### src/rtl/dmac_ctrl_pkg.sv
package dmac_ctrl_pkg;
    localparam int NUM_CH   = 4;
    localparam int CH_SEL_W = $clog2(NUM_CH);
    localparam logic [7:0] CMD_UNSUP = 8'hFB;

    typedef enum logic [2:0] {
        OP_CMD     = 3'd0,
        OP_REQ     = 3'd1,
        OP_SMASK   = 3'd2,
        OP_MODE    = 3'd3,
        OP_CLRPTR  = 3'd4,
        OP_MRESET  = 3'd5,
        OP_CLRMASK = 3'd6,
        OP_WRMASK  = 3'd7
    } ctl_op_e;

    typedef struct packed {
        logic       valid;
        ctl_op_e    op;
    } ctl_wr_t;

    typedef struct packed {
        logic [1:0] op_mode;
        logic       decr;
        logic       autoinit;
        logic [1:0] xfer;
    } chan_mode_t;

    function automatic logic cmd_allowed(input logic [7:0] d);
        return (d & CMD_UNSUP) == 8'h00;
    endfunction
endpackage

### src/rtl/dmac_ctrl_decode.sv
module dmac_ctrl_decode
    import dmac_ctrl_pkg::*;
#(
    parameter int ADDR_W     = 5,
    parameter int ADDR_SHIFT = 0
) (
    input  logic              wr_en,
    input  logic [ADDR_W-1:0] addr,
    output logic [3:0]        offset,
    output ctl_wr_t           wr_dec
);
    assign offset       = addr[ADDR_SHIFT+3 -: 4];
    assign wr_dec.valid = wr_en && !offset[3];
    assign wr_dec.op    = ctl_op_e'(offset[2:0]);
endmodule

### src/rtl/dmac_mode_bank.sv
module dmac_mode_bank
    import dmac_ctrl_pkg::*;
(
    input  logic                clk,
    input  logic                rst,
    input  ctl_wr_t             wr_dec,
    input  logic [7:0]          wdata,
    output logic [2*NUM_CH-1:0] mode_xfer,
    output logic [NUM_CH-1:0]   mode_autoinit,
    output logic [NUM_CH-1:0]   mode_decr,
    output logic [2*NUM_CH-1:0] mode_op
);
    for (genvar ch = 0; ch < NUM_CH; ch++) begin : g_ch
        chan_mode_t mode_r;
        always_ff @(posedge clk) begin
            if (rst)
                mode_r <= '0;
            else if (wr_dec.valid && wr_dec.op == OP_MODE &&
                     wdata[CH_SEL_W-1:0] == CH_SEL_W'(ch))
                mode_r <= chan_mode_t'(wdata[7:2]);
        end
        assign mode_xfer[2*ch +: 2] = mode_r.xfer;
        assign mode_autoinit[ch]    = mode_r.autoinit;
        assign mode_decr[ch]        = mode_r.decr;
        assign mode_op[2*ch +: 2]   = mode_r.op_mode;
    end
endmodule

### src/rtl/dmac_chan_state.sv
module dmac_chan_state
    import dmac_ctrl_pkg::*;
(
    input  logic              clk,
    input  logic              rst,
    input  ctl_wr_t           wr_dec,
    input  logic [7:0]        wdata,
    input  logic              status_rd,
    input  logic [NUM_CH-1:0] ext_hold,
    input  logic [NUM_CH-1:0] ext_release,
    input  logic [NUM_CH-1:0] tc_set,
    input  logic              ptr_toggle,
    output logic [7:0]        cmd_q,
    output logic [NUM_CH-1:0] mask_q,
    output logic [NUM_CH-1:0] req_q,
    output logic [NUM_CH-1:0] tc_q,
    output logic              byte_ptr,
    output logic              rescan
);
    logic is_mreset, rescan_d;
    logic [NUM_CH-1:0] mask_d, req_d, tc_d;

    assign is_mreset = wr_dec.valid && wr_dec.op == OP_MRESET;
    assign rescan_d  = (wr_dec.valid && (wr_dec.op == OP_REQ || wr_dec.op == OP_SMASK ||
                        wr_dec.op == OP_CLRMASK || wr_dec.op == OP_WRMASK)) ||
                       (|ext_hold) || (|ext_release);

    always_comb begin
        mask_d = mask_q;
        req_d  = req_q;
        tc_d   = tc_q;
        if (status_rd)
            tc_d = '0;
        if (wr_dec.valid) begin
            case (wr_dec.op)
                OP_REQ: begin
                    req_d[wdata[CH_SEL_W-1:0]] = wdata[2];
                    tc_d[wdata[CH_SEL_W-1:0]]  = 1'b0;
                end
                OP_SMASK:   mask_d[wdata[CH_SEL_W-1:0]] = wdata[2];
                OP_MRESET: begin
                    mask_d = '1;
                    req_d  = '0;
                    tc_d   = '0;
                end
                OP_CLRMASK: mask_d = '0;
                OP_WRMASK:  mask_d = wdata[NUM_CH-1:0];
                default: ;
            endcase
        end
        req_d = (req_d & ~ext_release) | ext_hold;
        tc_d  = tc_d | tc_set;
    end

    always_ff @(posedge clk) begin
        if (rst) begin
            cmd_q    <= '0;
            mask_q   <= '1;
            req_q    <= '0;
            tc_q     <= '0;
            byte_ptr <= 1'b0;
            rescan   <= 1'b0;
        end else begin
            mask_q <= mask_d;
            req_q  <= req_d;
            tc_q   <= tc_d;
            rescan <= rescan_d;
            if (is_mreset)
                cmd_q <= '0;
            else if (wr_dec.valid && wr_dec.op == OP_CMD && cmd_allowed(wdata))
                cmd_q <= wdata;
            if (is_mreset || (wr_dec.valid && wr_dec.op == OP_CLRPTR))
                byte_ptr <= 1'b0;
            else if (ptr_toggle)
                byte_ptr <= !byte_ptr;
        end
    end
endmodule

### src/rtl/dmac_ctrl_regs.sv
module dmac_ctrl_regs
    import dmac_ctrl_pkg::*;
#(
    parameter int ADDR_W     = 5,
    parameter int ADDR_SHIFT = 0
) (
    input  logic              clk,
    input  logic              rst,
    input  logic              wr_en,
    input  logic              rd_en,
    input  logic [ADDR_W-1:0] addr,
    input  logic [7:0]        wdata,
    output logic [7:0]        rdata,
    input  logic [3:0]        ext_hold,
    input  logic [3:0]        ext_release,
    input  logic [3:0]        tc_set,
    input  logic              ptr_toggle,
    output logic              byte_ptr,
    output logic [7:0]        cmd_q,
    output logic [3:0]        mask_q,
    output logic [7:0]        status_q,
    output logic              rescan,
    output logic [7:0]        mode_xfer,
    output logic [3:0]        mode_autoinit,
    output logic [3:0]        mode_decr,
    output logic [7:0]        mode_op
);
    logic [3:0]        offset;
    ctl_wr_t           wr_dec;
    logic              status_rd;
    logic [NUM_CH-1:0] req_q, tc_q;
    logic [7:0]        rd_mux;

    dmac_ctrl_decode #(.ADDR_W(ADDR_W), .ADDR_SHIFT(ADDR_SHIFT)) u_dec (
        .wr_en(wr_en), .addr(addr), .offset(offset), .wr_dec(wr_dec)
    );

    assign status_rd = rd_en && offset == 4'd0;

    dmac_chan_state u_state (
        .clk(clk), .rst(rst), .wr_dec(wr_dec), .wdata(wdata),
        .status_rd(status_rd), .ext_hold(ext_hold), .ext_release(ext_release),
        .tc_set(tc_set), .ptr_toggle(ptr_toggle), .cmd_q(cmd_q),
        .mask_q(mask_q), .req_q(req_q), .tc_q(tc_q), .byte_ptr(byte_ptr),
        .rescan(rescan)
    );

    dmac_mode_bank u_modes (
        .clk(clk), .rst(rst), .wr_dec(wr_dec), .wdata(wdata),
        .mode_xfer(mode_xfer), .mode_autoinit(mode_autoinit),
        .mode_decr(mode_decr), .mode_op(mode_op)
    );

    assign status_q = {req_q, tc_q};

    always_comb begin
        case (offset)
            4'd0:    rd_mux = status_q;
            4'd1:    rd_mux = {4'b0000, mask_q};
            default: rd_mux = 8'h00;
        endcase
    end

    always_ff @(posedge clk) begin
        if (rst)
            rdata <= 8'h00;
        else if (rd_en)
            rdata <= rd_mux;
    end
endmodule

### config.mk
export PLATFORM = sky130hd
export DESIGN_NAME = dmac_ctrl_regs
export DESIGN_NICKNAME = d
export VERILOG_FILES = /design/src/rtl/dmac_ctrl_pkg.sv /design/src/rtl/dmac_ctrl_decode.sv /design/src/rtl/dmac_mode_bank.sv /design/src/rtl/dmac_chan_state.sv /design/src/rtl/dmac_ctrl_regs.sv
export SDC_FILE = /design/constraint.sdc
export NUM_CORES = 1
export LEC_CHECK = 0
export ABC_AREA = 1
export BUFFER_PORTS_ARGS = -buffer_cell sky130_fd_sc_hd__clkbuf_2
export CORE_MARGIN = 3
export CORE_UTILIZATION = 48
export DETAILED_ROUTE_END_ITERATION = 8
export GPL_TIMING_DRIVEN = 0
export PLACE_DENSITY = 0.81
export SYNTH_ARGS = -nofsm -noshare
export SYNTH_HDL_FRONTEND = slang
export SYNTH_SLANG_ARGS = --single-unit
### constraint.sdc
create_clock -name clk -period 1.9 [get_ports clk]
set_input_delay 0.095 -clock clk [delete_from_list [all_inputs] [get_ports clk]]
set_output_delay 0.095 -clock clk [all_outputs]
set_load 0.005 [all_outputs]
==> reports/qor.yml, run 1 <==
status: "finished clean"
rsz0062_at_grt: "no"
synthesis.area_mm2: 0.002385
cp-end-kind: "output port"
cp.buffers_inverters: 1
final_nets: 437
synth_fa_ha_area_share_pct: 0
hold_path.class: "in2reg"
ys_warn_count: 0
post-dp-hpwl_um: 4380
worstSetupStartpoint: "u_state.req_q[1]$_SDFF_PP0_"
die-area_mm2: 0.005850
cpLargestDelayFamily: "flip-flops"
area_growth_syn_to_layout_pct: 26.60
dp_slack_ps: 686.0
p_leak_nw: 1.355
rows: 25
cts.sinks: 54
r2r_setup_slack_ps: 1030
wl_per_cell_um: 12.18
ir_worst_vdd_mv: 0.3986
synth_edf_count: 0
die_y_um: 76.49
postRouteAntennaNets: 0
path_clk_slew_ps: 90
core_mm2: 0.004755
totalWireLength_um: 5786
cts_setup_buffers: 0
synth_ff_type: "dfxtp_1"
grt_pass1_wl_um: 10160
final_layout_size_suffix_gt1_share_pct: 29.41
min_from: "tc_set[1]"
final_cell_mix: "clkbuf_2 (81), nand2_1 (55), dfxtp_1 (54)"
syn_inst: 316
cts_buffer_depth: 2
dr_total_vias: 2309
synth_top_family_by_area: "simple AND/OR/NAND/NOR gates"
setup_viol: 0
fin_ws_ps: 968.2
yosys_register_bits: 54
numPortBuffers: 80
slowest_stage: "dfxtp_1"
syn_avg_cell_area_um2: 7.547
grt_pass1_vias: 2189
period_needed_ps: 931.8
slew_headroom_pct: 68.68
n_antenna_cell: 0
cts_htree_levels: 2
synthesis.nets: 346
path_cells: "clkbuf_2"
timing.fmax_ghz: 1.073
synth.mux.area_fraction_pct: 0
cap_violations: 0
grt_util_all_layers_pct: 21.25
synth-compound-area-share_pct: 19.62
crit_arrival_ps: 840
grt-ovfl-total: 0
hold_viol_final: 0
cts-buffers-inserted: 5
route.detailed.drc: 0
r2r-start: "u_state.req_q[2]$_SDFF_PP0_"
layout_commonest_cell: "clkbuf_2"
fin_crit_sh_pct: 49.04
io_pins: 84
synth_xor_area_share_pct: 0
setup_tns_ps: 0
antenna_found_initial: 0
power_density_mw_per_mm2: 719.2
drtIter0Drc: 129
first_pass_iters: 4
drv_slew: 0
cp_slowest_stage_delay_ps: 400
cts_tree: "done"
clock_skew_ps: 1.401
start_kind: "flop"
clock_latency_ps: 300
avgViaCountPerCell: 4.861
required_ps: 1800
total_power_mw: 2.171
place_congestion: 0.8478
die_w_um: 76.49
cts_root_buf: "clkbuf_8"
start_util_pct: 50.16
criticalPathCategory: "reg2out"
grt_max_degree: 17
synthSimpleGateAreaFrac_pct: 24.50
synth.distinct_cells: 29
path_max_fanout: 4
yosysSeqAreaShare_pct: 45.33
synth-async-reset-ratio_pct: 0
worst_pin_slew_ps: 469.8
[path summary, 6_finish.rpt]
kind / depth (start not counted) / end
worst min-delay path: 3 / u_state.tc_q[1]$_SDFF_PP0_
worst max register to register: 6 / u_state.req_q[2]$_SDFF_PP0_
worst min register to register: 2 / u_state.cmd_q[4]$_SDFFE_PP0P_
worst max-delay path: 1 / status_q[5]
[state kept, by name, indices dropped and copies added (netlist names), named ones only]
register,cells
u_modes.mode_decr,4
u_state.rescan,1
u_state.cmd_q,8
u_state.req_q,4
rdata,8
u_modes.mode_op,8
u_modes.mode_autoinit,4
u_modes.mode_xfer,8
u_state.tc_q,4
u_state.byte_ptr,1
[cells in the mapped netlist (4+ instances only)]
cell type / n / area (um2)
buf_6: 4 / 45.04
o21ai_1: 16 / 80.08
nand3_2: 5 / 50.05
nand2_1: 55 / 206.5
nor3b_1: 4 / 30.03
dfxtp_1: 54 / 1081
nand3_1: 10 / 50.05
inv_2: 5 / 18.77
inv_1: 42 / 157.7
o21ai_0: 27 / 135.1
nor2_4: 5 / 56.30
a31oi_1: 8 / 50.05
nor2_1: 23 / 86.33
a21oi_1: 34 / 170.2
[power breakdown]
part / leakage [nW] / internal [mW] / total (mW) / switching, mW
clock: 0.0514 / 0.393 / 0.755 / 0.361
sequential: 0.439 / 1.16 / 1.18 / 0.0191
combinational: 0.865 / 0.0904 / 0.241 / 0.151
[routing by layer]
| metal | routed length, um | global-route usage [%] | up-vias |
|---|---|---|---|
| met2 | 2794 | 35.59 | 71 |
| met4 | 130 | 8.514 | 0 |
| li1 | - | - | 1216 |
| met5 | 0 | 0 | - |
| met3 | 355 | 4.137 | 11 |
| met1 | 2506 | 26.81 | 1011 |
[area by class of cell]
cell class	instances	area, um2
inverter	47	176.4
sequential	54	1081
clock inverter	2	37.54
tap	67	83.83
timing repair buffer	84	440.4
multi-input combinational	204	1052
fill	462	1735
clock buffer	6	72.57
buffer	11	75.07
[what timing repair did]
item,in CTS,in global routing
hold endpoints to repair,4,0
setup endpoints to repair,0,0
resized for setup,0,0
hold buffers,4,0
[metrics by stage]
stage	instance area, um2	cells	utilization [%]	hold WS [ps]
after floorplan	2385	316	-	194.4
after global placement	2869	463	60.34	298.8
after detailed placement	2869	463	60.34	298.6
after CTS	3019	475	63.50	19.86
after global routing	3019	475	63.50	34.98
final	3019	475	63.50	22.06
[kinds of logic (layout without fill, tap and decap cells)]
family,Yosys count,count (layout)
AO/OA/AOI/OAI,88,88
buffers and inverters,58,150
flip-flops,54,54
AND/OR/NAND/NOR,116,116
(Power assumes the default switching activity.)
==> run 2, diff against run 1 <==
Settings changed: CORE_UTILIZATION 48 to 44, PLACE_DENSITY 0.81 to 0.79.
Clock period 1.9 ns to 0.8 ns, I/O delays scaled along.
==> run 2 against run 1 <==
Net effect:
- the flow now finishes with violations (setup timing)
- sequential power up 140%
- sequential share of layout area is 3.6 points lower
- clock-buffer cell count unchanged
- worst hold slack better by 17 ps
- cell count grew 8.0%
- worst setup slack worse by 1000 ps
- core utilization rose by 5.7 points
- global-route usage is essentially flat
- power rose by 140%
- combinational power grew to 3.3 times the previous value
- clock skew is 6.0 ps higher
- critical path type is now reg2reg
==> reports/qor.yml, run 2 (synthesis gave the netlist of run 1 again) <==
cts_root_buf: "clkbuf_8"
cp.buffers_inverters: 1  # unchanged
setup_tns_ps: -282.5  # -282.5 ps
core_mm2: 0.005172  # +8.8%
path_max_fanout: 2  # -2
start_kind: "flop"
drtIter0Drc: 217  # +68%
area_growth_syn_to_layout_pct: 50.00
cts_htree_levels: 2  # unchanged
numPortBuffers: 80  # unchanged
final_cell_mix: "clkbuf_2 (68), nand2_1 (54), dfxtp_2 (53)"
hold_path.class: "in2reg"
cts.sinks: 54  # unchanged
post-dp-hpwl_um: 4507  # +2.9%
route.detailed.drc: 0  # unchanged
cts-buffers-inserted: 5  # unchanged
worst_pin_slew_ps: 533.2  # +63.39 ps
rows: 26  # +4.0%
cap_violations: 0  # unchanged
grt_max_degree: 17  # unchanged
die_y_um: 79.62  # +4.1%
setup_viol: 20  # +20
final_layout_size_suffix_gt1_share_pct: 48.76  # +19 points
period_needed_ps: 850.0
final-instance-count-excl-fill: 513  # +8.0%
totalWireLength_um: 6978  # +21%
grt_pass1_wl_um: 10680  # +5.2%
placed_cells: 466  # +0.65%
cts_tree: "done"
io_pins: 84  # unchanged
die-area_mm2: 0.006339  # +8.4%
postRouteAntennaNets: 0  # unchanged
hold_viol_final: 0  # unchanged
status: "finished, violations left"
total_power_mw: 5.199  # +140%
antenna_found_initial: 0  # unchanged
cpLargestDelayFamily: "flip-flops"
required_ps: 980  # -820 ps
start_util_pct: 46.11  # -4.1 points
grt_pass1_vias: 2316  # +5.8%
power.net_switching_mw: 1.396  # +160%
p_seq_share_pct: 53.8  # -0.3 points
criticalPathCategory: "reg2reg"
clock_skew_ps: 7.395  # +5.995 ps
cp_slowest_stage_delay_ps: 340  # -60 ps
final_nets: 472  # +8.0%
n_antenna_cell: 0  # unchanged
rsz0062_at_grt: "yes"
ir_worst_vdd_mv: 0.8176  # +110%
p_leak_nw: 1.588  # +17%
fin_ws_ps: -50.01  # -1018 ps
power_density_mw_per_mm2: 1453  # +100%
clock_latency_ps: 310  # about the same
slowest_stage: "dfxtp_2"
path_clk_slew_ps: 100  # about the same
crit_arrival_ps: 1030  # +190 ps
path_cells: "buf_4 -> a31oi_1 -> nor2_1"
pwr-share-comb_pct: 15.4  # +4.3 points
die_w_um: 79.62  # +4.1%
drv_slew: 0  # unchanged
slew_headroom_pct: 64.45  # -4.2 points
dr_total_vias: 2605  # +13%
failed_checks: "setup timing"
cts_buffer_depth: 2  # unchanged
grt_util_all_layers_pct: 21.22  # -0.026 points
place_congestion: 0.8827  # +4.1%
power_frac_clock_pct: 30.8  # -4.0 points
grt-ovfl-total: 0  # unchanged
timing.fmax_ghz: 1.176
wl_per_cell_um: 13.60  # +12%
dp_slack_ps: -379.7  # -1066 ps
p_sw_share_pct: 26.86  # +2.4 points
final_util_pct: 69.16  # +5.7 points
avgViaCountPerCell: 5.078  # +4.5%
layout_commonest_cell: "clkbuf_2"
intPower_mw: 3.803  # +130%
first_pass_iters: 4  # unchanged
cp-end-kind: "flop"
fin_crit_sh_pct: 106.3
run 2: changes by cell type in the layout (fill, tap and decap cells not counted), sizes merged:
cell,previous run,this run
clkbuf,90,77
buf,7,44
clkinv,0,1
bufinv,1,0
dlygate4sd3,4,15
run 2: layer usage:
| metal | global-route usage, % | vias to the layer above | wire length, um |
|---|---|---|---|
| met1 | 25.46 | 1179 | 2775 |
| met5 | 0 | - | 0 |
| met2 | 37.73 | 103 | 3505 |
| met3 | 3.612 | 31 | 459 |
| met4 | 7.732 | 0 | 238 |
| li1 | - | 1292 | - |
run 2: path summary, 6_finish.rpt:
check                           startpoint                       endpoint  slack, ps  depth (start not counted)
min reg2reg  u_state.byte_ptr$_SDFFE_PP0P_  u_state.byte_ptr$_SDFFE_PP0P_        440                          1
max             u_state.tc_q[0]$_SDFF_PP0_     u_state.tc_q[0]$_SDFF_PP0_        -50                          3
max reg2reg     u_state.tc_q[0]$_SDFF_PP0_     u_state.tc_q[0]$_SDFF_PP0_        -50                          3
min                                    rst  u_state.cmd_q[7]$_SDFFE_PP0P_         40                          4
run 2: area by class of cell:
type	count	area [um2]
Buffer	11	82.58
Clock buffer	6	82.58
Clock inverter	2	12.51
Fill cell	422	1595
Inverter	47	203.9
Multi-Input combinational cell	204	1131
Sequential cell	54	1151
Tap cell	70	87.58
Timing Repair Buffer	119	825.8
run 2: power groups by stage:
stage          registers (mW)  clock network, mW  logic (mW)
2_1_floorplan            2.85                  0       0.328
5_1_grt                  2.81               1.71       0.874
4_1_cts                  2.79               1.62       0.698
3_3_place_gp             2.85                  0       0.571
6_report                 2.80               1.60       0.800
3_5_place_dp             2.85                  0       0.579
run 2: tightest hold or removal path, stage by stage:
cell     delay, ps
buf_4          140
a21oi_4         50
nand2_1         50
nor2_1          40
run 2: what timing repair did:
action / in CTS / in global routing
hold buffers: 15 / 0
gates resized for setup: 55 / 49
setup endpoints to repair: 67 / 87
pin swaps: 3 / 10
hold endpoints to repair: 12 / 0
gates cloned: 0 / 1
setup buffers: 12 / 12
run 2: through the flow:
stage                     cell area, um2  hold WS (ps)
after CTS                           3336         35.79
after global placement              2908         240.4
final                               3577         39.42
after floorplan                     2420         139.4
after global routing                3577         58.60
after detailed placement            2908         243.2
==> run 3, diff against run 2 <==
Settings changed: RECOVER_POWER from default to 50.
==> run 3 against run 2 <==
Net effect:
- the run still ends with setup timing left
- flip-flop and latch count is the same
- highest routed layer unchanged
- critical path depth unchanged
- clock skew grew 0.66 ps
==> reports/qor.yml, run 3 (synthesis gave the netlist of run 1 again) <==
status: "finished, violations left"
failed_checks: "setup timing"
dr_total_vias: 2595  # -0.38%
grt_util_all_layers_pct: 21.22  # unchanged
first_pass_iters: 4  # unchanged
route.detailed.drc: 0  # unchanged
drv_slew: 0  # unchanged
numPortBuffers: 80  # unchanged
path_max_fanout: 2  # unchanged
grt-ovfl-total: 0  # unchanged
clock_skew_ps: 8.056  # +0.6606 ps
start_kind: "flop"
final_nets: 472  # unchanged
grt_pass1_vias: 2316  # unchanged
cts_root_buf: "clkbuf_8"
setup_viol: 20  # unchanged
r2r_setup_slack_ps: -100  # -50 ps
power_frac_clock_pct: 30.7  # about the same
p_sw_share_pct: 26.74  # -0.11 points
rsz0062_at_grt: "yes"
worst_pin_slew_ps: 537.5  # +4.336 ps
hold_path.class: "in2reg"
fin_crit_sh_pct: 112.9  # +6.7 points
cap_violations: 0  # unchanged
rows: 26  # unchanged
power_density_mw_per_mm2: 1462  # +0.56%
pwr-share-comb_pct: 15.3  # about the same
grt_pass1_wl_um: 10680  # unchanged
final-instance-count-excl-fill: 513  # unchanged
hold_viol_final: 0  # unchanged
start_util_pct: 46.11  # unchanged
holdWs_ps: 38.54  # -0.8778 ps
fin_ws_ps: -103.3  # -53.26 ps
layout_commonest_cell: "clkbuf_2"
cp.buffers_inverters: 1  # unchanged
cts.sinks: 54  # unchanged
intPower_mw: 3.801  # about the same
cts_buffer_depth: 2  # unchanged
final_cell_mix: "clkbuf_2 (68), nand2_1 (54), dfxtp_2 (53)"
dp_slack_ps: -379.7  # unchanged
cts_htree_levels: 2  # unchanged
criticalPathCategory: "reg2reg"
power.net_switching_mw: 1.387  # -0.64%
drtIter0Drc: 252  # +16%
placed_cells: 466  # unchanged
n_antenna_cell: 0  # unchanged
postRouteAntennaNets: 0  # unchanged
place_congestion: 0.8827  # unchanged
p_leak_nw: 1.571  # -1.1%
clock_latency_ps: 310  # about the same
path_cells: "buf_4 -> a31oi_1 -> nor2_1"
die_w_um: 79.62  # unchanged
p_seq_share_pct: 53.9  # about the same
period_needed_ps: 903.3  # +53.26 ps
io_pins: 84  # unchanged
timing.fmax_ghz: 1.107  # -5.9%
totalWireLength_um: 7021  # +0.62%
crit_arrival_ps: 1080  # +50 ps
cp_slowest_stage_delay_ps: 340  # about the same
required_ps: 980  # about the same
die_y_um: 79.62  # unchanged
cpLargestDelayFamily: "flip-flops"
final_layout_size_suffix_gt1_share_pct: 48.53  # -0.23 points
path_clk_slew_ps: 100  # about the same
cts-buffers-inserted: 5  # unchanged
slew_headroom_pct: 64.17  # -0.29 points
grt_max_degree: 17  # unchanged
cp-end-kind: "flop"
ir_worst_vdd_mv: 0.8151  # -0.31%
die-area_mm2: 0.006339  # unchanged
cts_tree: "done"
area_growth_syn_to_layout_pct: 48.85
antenna_found_initial: 0  # unchanged
avgViaCountPerCell: 5.058  # -0.38%
slowest_stage: "dfxtp_2"
setup_tns_ps: -363.5  # -81.05 ps
post-dp-hpwl_um: 4507  # unchanged
wl_per_cell_um: 13.69  # +0.62%
core_mm2: 0.005172  # unchanged
total_power_mw: 5.188  # -0.21%
## run 3: metal layers
metal  GRT usage [%]  vias to the layer above  routed length, um
met5               0                        -                  0
met4           7.732                        0                253
li1                -                     1285                  -
met1           25.46                     1168               2803
met3           3.612                       35                463
met2           37.73                      107               3501
## run 3: stage by stage
stage	cell area, um2	util, %
after global placement	2908	56.22
final	3550	68.63
after global routing	3550	68.63
after floorplan	2420	-
after detailed placement	2908	56.22
after CTS	3336	64.49
## run 3: cell type report
| type | instances | area, um2 |
|---|---|---|
| clock inverter | 2 | 12.51 |
| timing repair buffer | 119 | 825.8 |
| fill | 430 | 1623 |
| tap | 70 | 87.58 |
| inverter | 47 | 203.9 |
| multi-input combinational | 204 | 1107 |
| sequential | 54 | 1151 |
| clock buffer | 6 | 82.58 |
| buffer | 11 | 78.83 |
## run 3: power groups by stage
stage          clock (mW)  combinational (mW)  sequential (mW)
2_1_floorplan           0               0.328             2.85
3_3_place_gp            0               0.571             2.85
3_5_place_dp            0               0.579             2.85
4_1_cts              1.62               0.698             2.79
5_1_grt              1.71               0.864             2.81
6_report             1.60               0.794             2.80
## run 3: worst register-to-register path: stages (launching register included)
cell and delay, ps:
dfxtp_2 340, buf_4 130, a31oi_1 200, nor2_1 100
## run 3: timing repair
action | 4_1_cts | 5_1_grt
endpoints found under the hold margin | 12 | 0
setup endpoints to repair | 67 | 87
pin swaps | 3 | 10
hold buffers | 15 | 0
buffers inserted | 12 | 12
gates resized for setup | 55 | 49
gates cloned | 0 | 1
## run 3: path summary, 6_finish.rpt
| kind | start | end | cells after the start |
|---|---|---|---|
| worst min-delay path | rst | u_state.cmd_q[7]$_SDFFE_PP0P_ | 4 |
| worst max register to register | u_state.tc_q[0]$_SDFF_PP0_ | u_state.tc_q[0]$_SDFF_PP0_ | 3 |
| worst max-delay path | u_state.tc_q[0]$_SDFF_PP0_ | u_state.tc_q[0]$_SDFF_PP0_ | 3 |
| worst min register to register | u_state.byte_ptr$_SDFFE_PP0P_ | u_state.byte_ptr$_SDFFE_PP0P_ | 1 |
